==> src/rtl/sc_pkg.sv <==
package sc_pkg;
  localparam int NST     = 6;
  localparam int WAKE_W  = 7;
  localparam int ST_NORM = 0;
  localparam int ST_HALT = 1;
  localparam int ST_HSNP = 2;
  localparam int ST_PEND = 3;
  localparam int ST_GRNT = 4;
  localparam int ST_GSNP = 5;
  localparam int WK_BINIT = 1;
  localparam int WK_RESET = 5;

  typedef struct packed {
    logic enterPend;
    logic inPend;
    logic holdBinit;
    logic earlyRelease;
  } scStrobes_t;
endpackage

==> src/rtl/sc_ctrl.sv <==
module sc_ctrl
  import sc_pkg::*;
(
  input  logic           clk,
  input  logic           rstPor,
  input  logic           stopReqN,
  input  logic           haltReq,
  input  logic           snoopHit,
  input  logic           snoopDone,
  input  logic           wakeAny,
  input  logic           readyGrant,
  output logic [NST-1:0] stQ,
  output scStrobes_t     strobes
);
  logic [NST-1:0] stD;

  always_comb begin
    stD = '0;
    if (stQ[ST_NORM]) begin
      if (!stopReqN)    stD[ST_PEND] = 1'b1;
      else if (haltReq) stD[ST_HALT] = 1'b1;
      else              stD[ST_NORM] = 1'b1;
    end else if (stQ[ST_HALT]) begin
      if (snoopHit)      stD[ST_HSNP] = 1'b1;
      else if (!stopReqN) stD[ST_PEND] = 1'b1;
      else if (wakeAny)  stD[ST_NORM] = 1'b1;
      else               stD[ST_HALT] = 1'b1;
    end else if (stQ[ST_HSNP]) begin
      if (snoopDone) stD[ST_HALT] = 1'b1;
      else           stD[ST_HSNP] = 1'b1;
    end else if (stQ[ST_PEND]) begin
      if (readyGrant) stD[ST_GRNT] = 1'b1;
      else            stD[ST_PEND] = 1'b1;
    end else if (stQ[ST_GRNT]) begin
      if (snoopHit)      stD[ST_GSNP] = 1'b1;
      else if (stopReqN) stD[ST_NORM] = 1'b1;
      else               stD[ST_GRNT] = 1'b1;
    end else if (stQ[ST_GSNP]) begin
      if (snoopDone) stD[ST_GRNT] = 1'b1;
      else           stD[ST_GSNP] = 1'b1;
    end else begin
      stD[ST_NORM] = 1'b1;
    end
  end

  always_ff @(posedge clk or posedge rstPor) begin
    if (rstPor) stQ <= NST'(1) << ST_NORM;
    else        stQ <= stD;
  end

  always_comb begin
    strobes.enterPend    = stD[ST_PEND] && !stQ[ST_PEND];
    strobes.inPend       = stQ[ST_PEND];
    strobes.holdBinit    = stQ[ST_PEND] || stQ[ST_GRNT] || stQ[ST_GSNP];
    strobes.earlyRelease = stQ[ST_PEND] && stopReqN;
  end

  p_onehot_r2: assert property (@(posedge clk) disable iff (rstPor)
    $onehot(stQ));
  p_grant_exit_r6: assert property (@(posedge clk) disable iff (rstPor)
    stQ[ST_GRNT] && stopReqN && !snoopHit |=> stQ[ST_NORM]);
  p_snoop_return_r8: assert property (@(posedge clk) disable iff (rstPor)
    stQ[ST_GSNP] && snoopDone |=> stQ[ST_GRNT]);
  p_snoop_hold_r9: assert property (@(posedge clk) disable iff (rstPor)
    (stQ[ST_HSNP] || stQ[ST_GSNP]) && !snoopDone |=> $stable(stQ));
endmodule

==> src/rtl/sc_dpath.sv <==
module sc_dpath
  import sc_pkg::*;
#(
  parameter int NUM_DIE     = 2,
  parameter int ENTRY_DELAY = 4,
  parameter int MAX_LAT     = 20
)(
  input  logic               clk,
  input  logic               rstPor,
  input  scStrobes_t         strobes,
  input  logic [NUM_DIE-1:0] ackDone,
  input  logic               binitEvt,
  input  logic               resetEvt,
  input  logic               binitClr,
  output logic [NUM_DIE-1:0] ackReq,
  output logic               readyGrant,
  output logic               binitPending,
  output logic               protoErr
);
  localparam int IDX_W = $clog2(NUM_DIE + 1);
  localparam int WIN_W = $clog2(MAX_LAT + 1);

  logic [IDX_W-1:0]   issueIdx;
  logic [NUM_DIE-1:0] doneMask;
  logic [WIN_W-1:0]   winCnt;
  logic               allDone;

  assign allDone = &doneMask;

  always_ff @(posedge clk or posedge rstPor) begin
    if (rstPor) begin
      issueIdx <= '0;
      doneMask <= '0;
      winCnt   <= '0;
    end else if (strobes.enterPend) begin
      issueIdx <= '0;
      doneMask <= '0;
      winCnt   <= '0;
    end else if (strobes.inPend) begin
      if (issueIdx != IDX_W'(NUM_DIE)) issueIdx <= issueIdx + 1'b1;
      doneMask <= doneMask | ackDone;
      if (allDone && winCnt != WIN_W'(ENTRY_DELAY)) winCnt <= winCnt + 1'b1;
    end
  end

  for (genvar d = 0; d < NUM_DIE; d++) begin : g_ack
    assign ackReq[d] = strobes.inPend && (issueIdx == IDX_W'(d));
  end

  assign readyGrant = strobes.inPend && allDone && (winCnt == WIN_W'(ENTRY_DELAY));

  always_ff @(posedge clk or posedge rstPor) begin
    if (rstPor) begin
      binitPending <= 1'b0;
      protoErr     <= 1'b0;
    end else if (resetEvt) begin
      binitPending <= 1'b0;
      protoErr     <= 1'b0;
    end else begin
      if (binitClr)                               binitPending <= 1'b0;
      else if (strobes.holdBinit && binitEvt)     binitPending <= 1'b1;
      if (strobes.earlyRelease)                   protoErr     <= 1'b1;
    end
  end

  p_ack_onehot_r4: assert property (@(posedge clk) disable iff (rstPor)
    $onehot0(ackReq));
  p_ack_pulse_r4: assert property (@(posedge clk) disable iff (rstPor)
    ackReq[0] |=> !ackReq[0]);
  p_grant_leaves_pend_r5: assert property (@(posedge clk) disable iff (rstPor)
    readyGrant |=> !strobes.inPend);
  p_window_bound_r5: assert property (@(posedge clk) disable iff (rstPor)
    strobes.inPend && allDone |-> winCnt < WIN_W'(MAX_LAT));
  p_err_sticky_r7: assert property (@(posedge clk) disable iff (rstPor)
    protoErr && !resetEvt |=> protoErr);
  p_binit_rise_r10: assert property (@(posedge clk) disable iff (rstPor)
    $rose(binitPending) |-> $past(strobes.holdBinit));
endmodule

==> src/rtl/stop_clock_ctrl.sv <==
module stop_clock_ctrl
  import sc_pkg::*;
#(
  parameter int NUM_DIE     = 2,
  parameter int ENTRY_DELAY = 4,
  parameter int MAX_LAT     = 20
)(
  input  logic               clk,
  input  logic               rstPor,
  input  logic               stopReqN,
  input  logic               haltReq,
  input  logic               snoopHit,
  input  logic               snoopDone,
  input  logic [WAKE_W-1:0]  wakeEvt,
  input  logic [NUM_DIE-1:0] ackDone,
  input  logic               binitClr,
  output logic [NUM_DIE-1:0] ackReq,
  output logic [NST-1:0]     stateOut,
  output logic               binitPending,
  output logic               protoErr
);
  scStrobes_t strobes;
  logic       readyGrant;

  sc_ctrl u_ctrl (
    .clk        (clk),
    .rstPor     (rstPor),
    .stopReqN   (stopReqN),
    .haltReq    (haltReq),
    .snoopHit   (snoopHit),
    .snoopDone  (snoopDone),
    .wakeAny    (|wakeEvt),
    .readyGrant (readyGrant),
    .stQ        (stateOut),
    .strobes    (strobes)
  );

  sc_dpath #(
    .NUM_DIE     (NUM_DIE),
    .ENTRY_DELAY (ENTRY_DELAY),
    .MAX_LAT     (MAX_LAT)
  ) u_dpath (
    .clk          (clk),
    .rstPor       (rstPor),
    .strobes      (strobes),
    .ackDone      (ackDone),
    .binitEvt     (wakeEvt[WK_BINIT]),
    .resetEvt     (wakeEvt[WK_RESET]),
    .binitClr     (binitClr),
    .ackReq       (ackReq),
    .readyGrant   (readyGrant),
    .binitPending (binitPending),
    .protoErr     (protoErr)
  );

  p_reset_keeps_grant_r11: assert property (@(posedge clk) disable iff (rstPor)
    stateOut[ST_GRNT] && wakeEvt[WK_RESET] && !stopReqN && !snoopHit |=> stateOut[ST_GRNT]);
  p_reset_clears_r11: assert property (@(posedge clk) disable iff (rstPor)
    wakeEvt[WK_RESET] |=> !protoErr && !binitPending);
endmodule

==> config.mk <==
export PLATFORM = sky130hd
export DESIGN_NAME = stop_clock_ctrl
export DESIGN_NICKNAME = d
export VERILOG_FILES = /design/src/rtl/sc_pkg.sv /design/src/rtl/sc_ctrl.sv /design/src/rtl/sc_dpath.sv /design/src/rtl/stop_clock_ctrl.sv
export SDC_FILE = /design/constraint.sdc
export NUM_CORES = 1
export LEC_CHECK = 0
export BUFFER_PORTS_ARGS = -buffer_cell sky130_fd_sc_hd__buf_2
export CORE_MARGIN = 10
export CORE_UTILIZATION = 54
export DETAILED_ROUTE_END_ITERATION = 7
export GPL_TIMING_DRIVEN = 1
export MAX_ROUTING_LAYER = met4
export PLACE_DENSITY = 0.82
export SLEW_MARGIN = 10
export SYNTH_ARGS = -nofsm -noshare
export SYNTH_HDL_FRONTEND = slang
export SYNTH_SLANG_ARGS = --single-unit
==> constraint.sdc <==
create_clock -name clk -period 2.3 [get_ports clk]
set_input_delay 0.46 -clock clk [delete_from_list [all_inputs] [get_ports clk]]
set_output_delay 0.46 -clock clk [all_outputs]
set_load 0.01 [all_outputs]
==> impl_metrics.csv <==
group,metric,value,unit
die,fp-row-count,15,
sta,maxClockFrequency,594.1,MHz
routing,drt_iter0_drc,10,
routing,wirelength_met1,1003,um
cells_and_area,synthToLayoutAreaGrowth,18.17,%
yosys,netlist.area_leader.share,41.24,%
yosys,ys_warn_count,0,
routing,dr_wl_met3,87,um
yosys,synth-edff-count,0,
routing,drtAntennaViolNets,0,
clock_tree,insertion_delay,0.28,ns
die,core_area,1708,um^2
sta,min_period,1.683,ns
worst_setup_path,worstPathBufferInverterCount,2,
cells_and_area,layout.nets,145,
power,pwr_density_cell,1064,nW/um^2
die,starting_density,56.85,%
yosys,synth_area_per_cell,10.22,um^2
yosys,asyncSetResetFlopFracSynth,100.0,%
worst_setup_path,worst_ep_required_time,1.84,ns
clock_tree,cts.repair_timing.setup_buffer_count,0,
sta,clock_skew,0.0005789,ns
clock_tree,cts.reportedPaths.clkPinSlew,0.10,ns
worst_setup_path,timing.rr.end,"u_dpath.winCnt[2]$_DFFE_PP0P_",
worst_setup_path,setup.worst_path.start_class,"flop",
routing,vias_per_cell,5.372,
power,sw_frac_of_total,39.46,%
routing,vias,795,
place,post-dp-hpwl,1575,um
worst_setup_path,slowest_delay,0.40,ns
cells_and_area,antenna_cells_inserted,0,
worst_setup_path,crit_arrival,1.22,ns
yosys,synth.cell_area,970.9,um^2
yosys,synth_top_flop_cell,"sky130_fd_sc_hd__dfrtp_1",
worst_setup_path,critical_path.max_fanout,4,
place,place_congestion,0.7648,
run,drv.max_cap_violation_count,0,
power,comb_power_share,42.5,%
worst_setup_path,crit_chain,"inv_1 -> ha_1 -> and2_1 -> buf_2",
power,share_seq_of_total_power,44.9,%
sta,maxSlewViolCount,0,
sta,worst-slew-pin-transition,0.6328,ns
grt,grt_antenna_before_repair,0,
yosys,synth-seq-area-share,43.94,%
hold_path,worstHoldPathType,"primary input to asynchronous set/reset pin",
routing,drt_pass1_iterations,5,
power,static-leakage-power,0.0005611,uW
die,die-area,3894,um^2
die,die_w,62.41,um
grt,gr-usage-all-layers,10.91,%
cells_and_area,post_route_cells_drive_above_1_share,30.89,%
power,internal_power,738.9,uW
power,netSwitchingPower,481.7,uW
sta,max_slew_margin,57.77,%
grt,globalRouteOverflowTotal,0,
status,status,"finished clean",
worst_setup_path,end_kind,"primary output",
routing,drcViolationCount,0,
clock_tree,cts_stage_hold_buffer_count,0,
die,die-height,62.41,um
yosys,synthesis.nets,116,
sta,setup_viol_count_final,0,
yosys,number_of_synthesized_register_bits,17,
clock_tree,cts_max_level,1,
clock_tree,numCtsBuffers,3,
yosys,synthDistinctLibCells,34,
sta,min_period_over_period,73.19,%
clock_tree,tritoncts_num_sinks,17,
clock_tree,post_cts_resized,0,
power,worst_ir_drop_vdd,0.5859,mV
place,dp_slack,0.7059,ns
clock_tree,clk_root_buffer_cell,"sky130_fd_sc_hd__clkbuf_4",
worst_setup_path,worst_r2r_startpoint,"u_dpath.winCnt[0]$_DFFE_PP0P_",
clock_tree,cts.path.max_buffers,2,
yosys,netlist.top_cell.by_area,"sky130_fd_sc_hd__dfrtp_1",
routing,detail_route.wl_per_cell,13.26,um
worst_setup_path,critical-path-top-delay-family,"flip-flops",
grt,first_global_vias,831,
worst_setup_path,critical_path_class,"flop to primary output",
sta,final.hold.worst_slack,0.2480,ns
place,io_port_bufs,25,
sta,rsz0062_at_grt,"false",
yosys,synth.area.top_cells,"sky130_fd_sc_hd__dfrtp_1, sky130_fd_sc_hd__ha_1, sky130_fd_sc_hd__nand3_1",
routing,top_layer_used,"met4",
worst_setup_path,r2r_cells,5,
die,io_pins,26,
grt,grt_pass1_wl,3594,um
grt,maximum_number_of_pins_on_one_net_before_global_route_repair,18,
worst_setup_path,regToRegSetupSlack,0.73,ns
worst_setup_path,max_stage_delay_cell_worst_path,"sky130_fd_sc_hd__dfrtp_1",
sta,postLayoutSetupSlackWorst,0.6166,ns
routing,routed_wl,1963,um
power,clock_power_share,12.5,%
clock_tree,cts_tree,"yes",
sta,timing.final.hold_violations,0,
routing,met2RoutedLength,865,um
sta,timing.setup.tns,0,ns
yosys,syn_inst,95,
cells_and_area,fill_cells,143,
placed cells by master (no fill, tap or decap), types with 2 or more instances in the layout:
master / Yosys / final
sky130_fd_sc_hd__nor3_1: 2 / 2
sky130_fd_sc_hd__nand3b_1: 2 / 2
sky130_fd_sc_hd__ha_1: 5 / 5
sky130_fd_sc_hd__nor2_1: 7 / 7
sky130_fd_sc_hd__nand3_1: 9 / 9
sky130_fd_sc_hd__clkbuf_4: 0 / 3
sky130_fd_sc_hd__nor2b_1: 2 / 2
sky130_fd_sc_hd__a21oi_1: 4 / 4
sky130_fd_sc_hd__buf_2: 0 / 25
sky130_fd_sc_hd__inv_1: 5 / 5
sky130_fd_sc_hd__a22o_1: 3 / 3
sky130_fd_sc_hd__nand2_1: 6 / 6
sky130_fd_sc_hd__o21ai_0: 7 / 7
sky130_fd_sc_hd__and2_1: 2 / 2
sky130_fd_sc_hd__mux2_2: 2 / 2
sky130_fd_sc_hd__dfrtp_1: 16 / 16
sky130_fd_sc_hd__nor3b_1: 4 / 4
cell families after synthesis:
| logic type | count (synthesis) | synth area share [%] |
|---|---|---|
| mux | 2 | 2.319 |
| compound gates | 20 | 14.05 |
| flops | 17 | 43.94 |
| simple gates | 44 | 29.77 |
| buf+inv | 7 | 3.479 |
| fa+ha+maj | 5 | 6.443 |
metal layers:
layer,GRT usage [%],vias up
met2,16.79,24
met3,3.047,2
met4,1.676,0
met1,14.15,368
li1,-,401
met5,-,-
final cells by class:
type | count | area [um^2] | area share, %
clock buffers | 3 | 22.52 | 1.963
clock inverters | 1 | 5.005 | 0.4362
inverters | 5 | 18.77 | 1.636
multi-input cells | 71 | 510.5 | 44.49
flip-flops and latches | 17 | 426.7 | 37.19
well taps | 25 | 31.28 | 2.726
repair buffers | 26 | 132.6 | 11.56
registers in the layout, summed over array words and instances, names as in the netlist:
signal                flops
u_ctrl.stQ                6
u_dpath.winCnt            5
u_dpath.doneMask          2
u_dpath.issueIdx          2
u_dpath.binitPending      1
u_dpath.protoErr          1
synth_stat cells (2+ instances only):
| cell | n |
|---|---|
| sky130_fd_sc_hd__nor3b_1 | 4 |
| sky130_fd_sc_hd__a21oi_1 | 4 |
| sky130_fd_sc_hd__mux2_2 | 2 |
| sky130_fd_sc_hd__inv_1 | 5 |
| sky130_fd_sc_hd__ha_1 | 5 |
| sky130_fd_sc_hd__nor3_1 | 2 |
| sky130_fd_sc_hd__nand3b_1 | 2 |
| sky130_fd_sc_hd__dfrtp_1 | 16 |
| sky130_fd_sc_hd__and2_1 | 2 |
| sky130_fd_sc_hd__nand3_1 | 9 |
| sky130_fd_sc_hd__nor2_1 | 7 |
| sky130_fd_sc_hd__nor2b_1 | 2 |
| sky130_fd_sc_hd__o21ai_0 | 7 |
| sky130_fd_sc_hd__a22o_1 | 3 |
| sky130_fd_sc_hd__nand2_1 | 6 |
metrics by stage:
step	utilization [%]	power, uW	cells	cell area [um^2]
floorplan	-	897.1	95	970.9
global placement	65.57	1044	144	1120
detailed placement	65.57	1078	144	1120
CTS	67.18	1240	148	1147
global route	67.18	1353	148	1147
finish	67.18	1221	148	1147
how the worst max path moves through the flow:
stage / start / to / slack [ns] / cells past startpoint
2_1_floorplan: u_dpath.winCnt[0]$_DFFE_PP0P_ / u_dpath.winCnt[2]$_DFFE_PP0P_ / 0.85 / 5
3_3_place_gp: wakeEvt[2] / u_ctrl.stQ[1]$_DFF_PP0_ / 0.74 / 5
3_5_place_dp: wakeEvt[2] / u_ctrl.stQ[1]$_DFF_PP0_ / 0.71 / 5
4_1_cts: u_dpath.issueIdx[0]$_DFFE_PP0P_ / ackReq[0] / 0.60 / 4
5_1_grt: u_dpath.issueIdx[0]$_DFFE_PP0P_ / ackReq[0] / 0.52 / 4
6_report: u_dpath.issueIdx[0]$_DFFE_PP0P_ / ackReq[0] / 0.62 / 4
power groups by stage:
stage,registers [uW],clock network [uW],logic (uW)
global placement,544,0,500
CTS,549,164,527
detailed placement,553,0,525
global route,576,181,597
finish,549,153,519
floorplan,543,0,354
No activity file was read; power rests on OpenSTA's default activity.
